File: src/rtl/epc_pkg.sv
package epc_pkg;

  typedef enum logic [1:0] {
    MD_STBY = 2'b00,
    MD_READ = 2'b01,
    MD_PROG = 2'b10,
    MD_VRFY = 2'b11
  } mode_e;

  // clocks in one half of an attempt: margin, strobe, margin
  function automatic int half_len(input int strobe_cyc, input int setup_cyc);
    return strobe_cyc + 2 * setup_cyc;
  endfunction

  // strobe window inside the program half
  function automatic logic in_window(input int pos, input int setup_cyc, input int strobe_cyc);
    return (pos >= setup_cyc) && (pos < setup_cyc + strobe_cyc);
  endfunction

endpackage

File: src/rtl/epc_phase_timer.sv
module epc_phase_timer #(
  parameter int STROBE_CYC = 98,
  parameter int SETUP_CYC  = 4
) (
  input  logic clk,
  input  logic rst_n,
  input  logic run,
  output logic prog_half,
  output logic strobe_on,
  output logic latch_now,
  output logic cycle_end
);
  localparam int HALF = epc_pkg::half_len(STROBE_CYC, SETUP_CYC);
  localparam int CYC  = 2 * HALF;
  localparam int TW   = $clog2(CYC);

  logic [TW-1:0] tick;

  always_ff @(posedge clk or negedge rst_n) begin
    if (!rst_n)                      tick <= '0;
    else if (!run)                   tick <= '0;
    else if (tick == TW'(CYC - 1))   tick <= '0;
    else                             tick <= tick + 1'b1;
  end

  assign prog_half = run && (tick < TW'(HALF));
  assign strobe_on = run && epc_pkg::in_window(int'(tick), SETUP_CYC, STROBE_CYC);
  assign latch_now = run && (tick == TW'(SETUP_CYC - 1));
  assign cycle_end = run && (tick == TW'(CYC - 1));

  p_tick_range_r3: assert property (@(posedge clk) disable iff (!rst_n)
    run |-> (int'(tick) < CYC));
  p_capture_opens_strobe_r5: assert property (@(posedge clk) disable iff (!rst_n)
    (latch_now && run) |=> strobe_on);
endmodule

File: src/rtl/epc_retry_ctr.sv
module epc_retry_ctr #(
  parameter int MAX_TRIES = 3
) (
  input  logic clk,
  input  logic rst_n,
  input  logic clear,
  input  logic cycle_end,
  input  logic miss,
  output logic lock,
  output logic exhaust,
  output logic advance
);
  localparam int CW = $clog2(MAX_TRIES + 1);

  logic [CW-1:0] tries;

  assign exhaust = cycle_end && miss && (tries == CW'(MAX_TRIES - 1));
  assign advance = cycle_end && (!miss || exhaust);

  always_ff @(posedge clk or negedge rst_n) begin
    if (!rst_n) begin
      tries <= '0;
      lock  <= 1'b0;
    end else if (clear) begin
      tries <= '0;
      lock  <= 1'b0;
    end else if (cycle_end) begin
      tries <= advance ? '0 : tries + 1'b1;
      lock  <= !advance;
    end
  end

  p_tries_bound_r8: assert property (@(posedge clk) disable iff (!rst_n)
    int'(tries) < MAX_TRIES);
  p_release_after_limit_r8: assert property (@(posedge clk) disable iff (!rst_n)
    (exhaust && !clear) |=> (!lock && tries == '0));
  p_hold_on_retry_r7: assert property (@(posedge clk) disable iff (!rst_n)
    (cycle_end && miss && !exhaust && !clear) |=> lock);
endmodule

File: src/rtl/epc_addr_ctr.sv
module epc_addr_ctr #(
  parameter int ADDR_W = 15
) (
  input  logic              clk,
  input  logic              rst_n,
  input  logic              restart,
  input  logic              advance,
  output logic [ADDR_W-1:0] addr,
  output logic              at_top
);
  assign at_top = &addr;

  always_ff @(posedge clk or negedge rst_n) begin
    if (!rst_n)                   addr <= '0;
    else if (restart)             addr <= '0;
    else if (advance && !at_top)  addr <= addr + 1'b1;
  end
endmodule

File: src/rtl/eprom_copy_ctrl.sv
module eprom_copy_ctrl #(
  parameter int ADDR_W     = 15,
  parameter int DATA_W     = 8,
  parameter int STROBE_CYC = 98,
  parameter int SETUP_CYC  = 4,
  parameter int MAX_TRIES  = 3
) (
  input  logic              clk,
  input  logic              rst_n,
  input  logic              start,
  input  logic [DATA_W-1:0] src_data,
  input  logic [DATA_W-1:0] tgt_data,
  output logic [DATA_W-1:0] tgt_wdata,
  output logic              prog_n,
  output logic [1:0]        src_mode,
  output logic [1:0]        tgt_mode,
  output logic [ADDR_W-1:0] addr,
  output logic              lock,
  output logic              mismatch,
  output logic              done,
  output logic              err
);
  import epc_pkg::*;

  logic run, start_go;
  logic prog_half, strobe_on, latch_now, cycle_end;
  logic exhaust, advance, at_top, differs;
  logic [DATA_W-1:0] held;

  assign start_go = start && !run;

  epc_phase_timer #(.STROBE_CYC(STROBE_CYC), .SETUP_CYC(SETUP_CYC)) u_timer (
    .clk(clk), .rst_n(rst_n), .run(run),
    .prog_half(prog_half), .strobe_on(strobe_on),
    .latch_now(latch_now), .cycle_end(cycle_end)
  );

  epc_retry_ctr #(.MAX_TRIES(MAX_TRIES)) u_retry (
    .clk(clk), .rst_n(rst_n), .clear(start_go),
    .cycle_end(cycle_end), .miss(differs),
    .lock(lock), .exhaust(exhaust), .advance(advance)
  );

  epc_addr_ctr #(.ADDR_W(ADDR_W)) u_addr (
    .clk(clk), .rst_n(rst_n), .restart(start_go),
    .advance(advance), .addr(addr), .at_top(at_top)
  );

  // holding register, loaded on the edge that opens the strobe
  always_ff @(posedge clk or negedge rst_n) begin
    if (!rst_n)         held <= '0;
    else if (latch_now) held <= src_data;
  end

  always_ff @(posedge clk or negedge rst_n) begin
    if (!rst_n) begin
      run  <= 1'b0;
      done <= 1'b0;
      err  <= 1'b0;
    end else if (start_go) begin
      run  <= 1'b1;
      done <= 1'b0;
      err  <= 1'b0;
    end else begin
      if (advance && at_top) begin
        run  <= 1'b0;
        done <= 1'b1;
      end
      if (exhaust) err <= 1'b1;
    end
  end

  assign differs   = (tgt_data != held);
  assign mismatch  = run && !prog_half && differs;
  assign tgt_wdata = held;
  assign prog_n    = !strobe_on;

  always_comb begin
    src_mode = MD_STBY;
    tgt_mode = MD_STBY;
    if (run) begin
      src_mode = prog_half ? MD_READ : MD_STBY;
      tgt_mode = prog_half ? MD_PROG : MD_VRFY;
    end
  end

  p_strobe_in_prog_r4: assert property (@(posedge clk) disable iff (!rst_n)
    !prog_n |-> (tgt_mode == MD_PROG && src_mode == MD_READ));
  p_flag_verify_only_r6: assert property (@(posedge clk) disable iff (!rst_n)
    mismatch |-> (tgt_mode == MD_VRFY));
  p_addr_frozen_r7: assert property (@(posedge clk) disable iff (!rst_n)
    (lock && !cycle_end && !start_go) |=> $stable(addr));
  p_done_quiet_r10: assert property (@(posedge clk) disable iff (!rst_n)
    done |-> (prog_n && src_mode == MD_STBY && tgt_mode == MD_STBY && !lock));
  p_start_clears_r2: assert property (@(posedge clk) disable iff (!rst_n)
    start_go |=> (!done && !err && addr == '0));
endmodule

File: config.mk
export PLATFORM = sky130hd
export DESIGN_NAME = eprom_copy_ctrl
export DESIGN_NICKNAME = d
export VERILOG_FILES = /design/src/rtl/epc_pkg.sv /design/src/rtl/epc_phase_timer.sv /design/src/rtl/epc_retry_ctr.sv /design/src/rtl/epc_addr_ctr.sv /design/src/rtl/eprom_copy_ctrl.sv
export SDC_FILE = /design/constraint.sdc
export NUM_CORES = 1
export LEC_CHECK = 0
export BUFFER_PORTS_ARGS = -buffer_cell sky130_fd_sc_hd__buf_2
export CORE_ASPECT_RATIO = 1.5
export CORE_MARGIN = 5
export CORE_UTILIZATION = 40
export DETAILED_ROUTE_END_ITERATION = 8
export PLACE_DENSITY = 0.75
export RECOVER_POWER = 25
export SLEW_MARGIN = 5
export SYNTH_ARGS = -nofsm -noshare
export SYNTH_HDL_FRONTEND = slang
export SYNTH_SLANG_ARGS = --single-unit
File: constraint.sdc
create_clock -name clk -period 2.1 [get_ports clk]
set_clock_uncertainty 0.15 [all_clocks]
set_input_delay 0.315 -clock clk [delete_from_list [all_inputs] [get_ports clk]]
set_output_delay 0.315 -clock clk [all_outputs]
set_load 0.02 [all_outputs]
### Yosys cells after proc, flatten, opt, wreduce, memory -nomap -nowiden

Cells that the tools add are included.

| storage, ports and cells | value |
|---|---|
| bits in read-only memories | 0 |
| input bits | 19 |
| word-level logic and storage cells | 62 |
| memories | 0 |
| bits in writable memories | 0 |
| bits in latches | 0 |
| register bits after elaboration | 37 |

| cells by class | value |
|---|---|
| add/subtract/negate cells | 3 |
| equal/unequal tests | 4 |
| shift operators | 0 |
| bitwise gates (word level) | 0 |
| reduce and logical (&&, ||, !) cells | 25 |
| $lt $le $gt $ge | 3 |
| div/mod/pow operators | 0 |
| $mul | 0 |
| mux-type cells | 19 |

Operators with widths:

| operator | number |
|---|---|
| 15-bit 2-to-1 mux | 2 |
| 8-bit by 7-bit < comparator with 1-bit output (second input constant) | 2 |
| 8-bit 2-to-1 mux | 2 |
| 15-bit by 1-bit adder with 15-bit output (second input constant) | 1 |
| 15-bit AND reduction | 1 |
| 1-bit logical AND | 13 |
| 1-bit 2-to-1 mux | 11 |
| 8-bit by 1-bit adder with 8-bit output (second input constant) | 1 |
| 8-bit by 2-bit equality test with 1-bit output (second input constant) | 1 |
| 8-bit equality test (second input constant) | 1 |
| 8-bit by 3-bit >= comparator with 1-bit output (second input constant) | 1 |
| 2-bit 2-to-1 mux | 4 |
| 8-bit inequality test | 1 |
| 2-bit nonzero test | 4 |
| 1-bit zero test | 6 |
| 2-bit by 1-bit adder with 2-bit output (second input constant) | 1 |
| 2-bit equality test (second input constant) | 1 |
| 1-bit logical OR | 1 |

### Longest topological paths before layout

| depth | value |
|---|---|
| depth in word-level cells | 9 |
| depth in mapped cells | 8 |

### Modules after synthesis

A second synthesis with hierarchy kept.

| second synthesis, totals | value |
|---|---|
| cell total of the unflattened synthesis | 205 |
| area total of the unflattened synthesis | 2079.5 µm² |

Modules (own cells, without submodules):

| module | cells each | seq. area each (µm²) | instances | area an instance (µm²) |
|---|---|---|---|---|
| epc_addr_ctr | 89 | 375.4 | 1 | 840.8 |
| epc_phase_timer | 54 | 200.2 | 1 | 533.0 |
| eprom_copy_ctrl | 45 | 275.3 | 1 | 531.8 |
| epc_retry_ctr | 17 | 75.1 | 1 | 173.9 |

### Worst setup path before layout

Ideal clock, no wire load.

| timing path | value |
|---|---|
| kind | flip-flop to flip-flop |
| from | register u_addr.addr[0] |
| to | register u_addr.addr[10] |
| stages on the path, launching flop included | 9 |
| period minus slack after synthesis | 2300 ps |
| data arrival time | 2024 ps |
| slack | -200 ps |
| library setup time | 126 ps |
| data required time | 1824 ps |
| cells stage by stage | dfrtp_1 > ha_1 > nand3_1 > nor3_2 > a41o_1 > buf_6 > nor2_1 > buf_2 > a221o_1 |

| between the ends | value |
|---|---|
| word-level cells in the longest chain between the ends | 4 |

Ends and longest elaborated chain:

| element | line | source |
|---|---|---|
| start, declared | epc_addr_ctr.sv:8 | `output logic [ADDR_W-1:0] addr,` |
| start signal, assigned | epc_addr_ctr.sv:16 | `else if (advance && !at_top) addr <= addr + 1'b1;` |
| parallel branches: the longest is 4 deep, another holds 15-bit by 1-bit adder with 15-bit output | - |  |

Several ways; the timed one is not identified. The select of a mux whose other input is x is not followed.
A chain may end at the register's enable or synchronous reset.

### Final worst setup path

| timing path | value |
|---|---|
| from | register held[0] (netlist: tgt_wdata[0]) |
| to | output mismatch |

| between the ends | value |
|---|---|
| word-level cells in the longest chain between the ends | 2 |

Ends and longest elaborated chain:

| element | line | source |
|---|---|---|
| start, declared | eprom_copy_ctrl.sv:28 | `logic [DATA_W-1:0] held;` |
| start signal, assigned | eprom_copy_ctrl.sv:52 | `else if (latch_now) held <= src_data;` |
| 8-bit inequality test | eprom_copy_ctrl.sv:73 | `assign differs = (tgt_data != held);` |
| 1-bit logical AND | eprom_copy_ctrl.sv:74 | `assign mismatch = run && !prog_half && differs;` |
| end, declared | eprom_copy_ctrl.sv:19 | `output logic mismatch,` |

Every way passes these cells.

==> flow_summary.toml <==
[run_status]
run_status = "finished, violations left"
violations = "negative setup slack"

[grt]
overflow = 0
grt_max_degree = 25
met3_usage = 0.0370
antenna_found_initial = 0
grt.total_usage = 0.179
grt_pass1_vias = 1958
grt_busiest_layer = "met2"
grt_pass1_wl_mm = 8.91
grt_use_met1 = 0.194
met2_usage = 0.331

[critical_path]
slowest_delay_ns = 0.44
reg2reg_to = "u_addr.addr[8]"
startpoint = "tgt_wdata[0]"
cp-endpoint = "mismatch"
cp_cell_sequence = "xor2_2 -> nor4_4 -> and2_4 -> nor3_2 -> buf_4"
worst_ep_required_time_ns = 1.63
r2r-start = "u_timer.tick[2]"
cp_max_fo = 3
cp_slowest_cell = "dfrtp_2"
rrSetupSlack_ns = 0.02
critical_path.startpoint_type = "register"
reg2reg_depth = 7
worstSetupPathType = "register to output pin"
crit_arrival_ns = 1.66
worst_setup_path_end_kind = "output pin"

[sta]
setup-violations-final = 2
setup_slack_ns = -0.0245
max_slew_margin = 0.594
min_period_over_period = 1.01
period_needed_ns = 2.12
rsz0062_at_grt = "yes"
worst_pin_slew_ns = 0.609
hold_viol = 0
slew_violations = 0
setup_tns_ns = -0.0294
fmax_mhz = 471

[floorplanning]
core_mm2 = 0.00485
start_util = 0.411
boundaryPins = 51
die_w_um = 67.6
row_count = 31
dieArea_mm2 = 0.00652
die_y_um = 96.4

[finish]
drive_above_1_share = 0.500
regArea_um2 = 938
fillers = 411
fin_cells = 348
fin_nets = 303
syn_to_final_growth_pct = 43.3
multi_input_area_mm2 = 0.00115
diodes = 0

[clock_network]
clkTransAtPathRegs_ns = 0.07
cts_root_buf = "clkbuf_8"
clockBufferDepth = 2
clock_latency_ns = 0.29
htree_levels = 2
cts-buffers-inserted = 5
clock_sinks = 37
cts_tree = "built"

[drt]
viasPerCell = 5.32
drt_iter0_drc = 136
drcViolationCount = 0
wl_mm = 5.34
ant_nets = 0
avgRoutedWirePerCell_um = 15.3
vias = 1850
first_pass_iters = 4

[yosys]
synth_cell_types = 45
synth_edf_count = 0
synth_cells = 192
ys_async_sr_fraction = 1.00
yosysWarnings = 0
ys_seq_area_frac = 0.465
ys_ff_latch = 37
ys.flop_type = "dfrtp_1"
netlist_area_mm2 = 0.00199
avgSynthCellArea_um2 = 10.4
syn-num-nets = 214

[place]
gp_congestion = 0.890
io_buffer_count = 49
dp_slack_ns = -0.0469
hpwl_mm = 3.92
dp.cells = 325

[power_and_ir_drop]
p_leak_nw = 1.34
peakVddDrop_mv = 0.644
p_total_w = 0.00265
p_per_area_mw_per_mm2 = 929

[flow_run]
cap_violations = 0

[min_path]
hold_class = "input pin to register"
## metal layers
| metal | part of all wire | vias to the layer above |
|---|---|---|
| met3 | 0.056 | 8 |
| met2 | 0.53 | 53 |
| met5 | 0 | - |
| li1 | - | 881 |
| met4 | 0.017 | 0 |
| met1 | 0.39 | 908 |
## final cells by class
cell class,count,share of cell area
sequential,37,0.329
inverter,7,0.00921
clock buffer,8,0.0316
tap,66,0.0289
timing repair buffer,88,0.199
multi-input combinational,142,0.402
## power breakdown
| part | leakage, nW | internal [W] | switching (W) |
|---|---|---|---|
| clock | 0.0455 | 0.000268 | 0.000244 |
| sequential | 0.456 | 0.000873 | 0.000180 |
| combinational | 0.836 | 0.000530 | 0.000556 |
## synth_stat cells, drive strengths merged, types with 5 or more instances
| library cell | number | area [µm²] |
|---|---|---|
| nand2 | 14 | 52.6 |
| mux2 | 10 | 113 |
| nor2 | 19 | 71.3 |
| dfrtp | 37 | 926 |
| a21oi | 7 | 38.8 |
| nand3 | 9 | 45.0 |
| a221o | 8 | 80.1 |
| buf | 5 | 36.3 |
| inv | 7 | 26.3 |
| and2 | 6 | 38.8 |
| xor2 | 11 | 96.3 |
| nor3 | 9 | 50.1 |
## flip-flops by register name, indices dropped and copies added (netlist names)
register / flops
u_retry.lock: 1
tgt_wdata: 8
u_retry.tries: 2
run: 1
u_addr.addr: 15
done: 1
u_timer.tick: 8
err: 1
## cell families (layout without fill, tap and decap cells)
logic type / Yosys count / count (layout) / share of synthesized area
mux: 10 / 10 / 0.0565
compound gates: 33 / 33 / 0.126
flops: 37 / 37 / 0.465
other cells: 1 / 1 / 0.00188
simple gates: 81 / 81 / 0.237
fa+ha+maj: 3 / 3 / 0.0188
xor+xnor: 14 / 14 / 0.0616
buf+inv: 13 / 103 / 0.0333
## cell usage in the layout, fill, tap and decap left out, drive strengths merged, types with 3 or more instances in the layout
master  instances
or4             4
dfrtp          37
a221o           8
a21oi           7
nor3            9
nand4           4
nand2          14
nor2b           3
clkbuf          9
mux2           10
ha              3
nor2           19
xor2           11
xnor2           3
o21ai           4
nand3           9
inv             7
and2            6
buf            86
nor4b           3
nor4            4
## critical path, delay by kind of cell (launching register included)
family,cells,cell delay (ns)
XOR/XNOR,1,0.17
flip-flops,1,0.44
AND/OR/NAND/NOR,3,0.61
buffers and inverters,1,0.16
## timing repair
action,CTS,global route
endpoints found under the setup margin,3,23
resized for setup,11,19
buffers inserted,6,8
hold endpoints to repair,22,0
hold buffers,1,0
pin swaps,6,8
## worst min path at each step
| stage | cells past startpoint | from | endpoint |
|---|---|---|---|
| floorplan | 0 | rst_n | done |
| global placement | 1 | rst_n | u_addr.addr[3] |
| detailed placement | 1 | rst_n | u_addr.addr[2] |
| CTS | 2 | src_data[5] | tgt_wdata[5] |
| global route | 2 | src_data[0] | tgt_wdata[0] |
| finish | 2 | src_data[5] | tgt_wdata[5] |
## per-stage QoR
stage          utilization  instance area [µm²]  hold slack [ns]
2_1_floorplan            -                 2040           -0.131
3_3_place_gp         0.516                 2500            0.170
3_5_place_dp         0.516                 2500            0.184
4_1_cts              0.556                 2700            0.100
5_1_grt              0.589                 2850            0.103
6_report             0.589                 2850            0.106
Power figures use the tool's default switching activity.
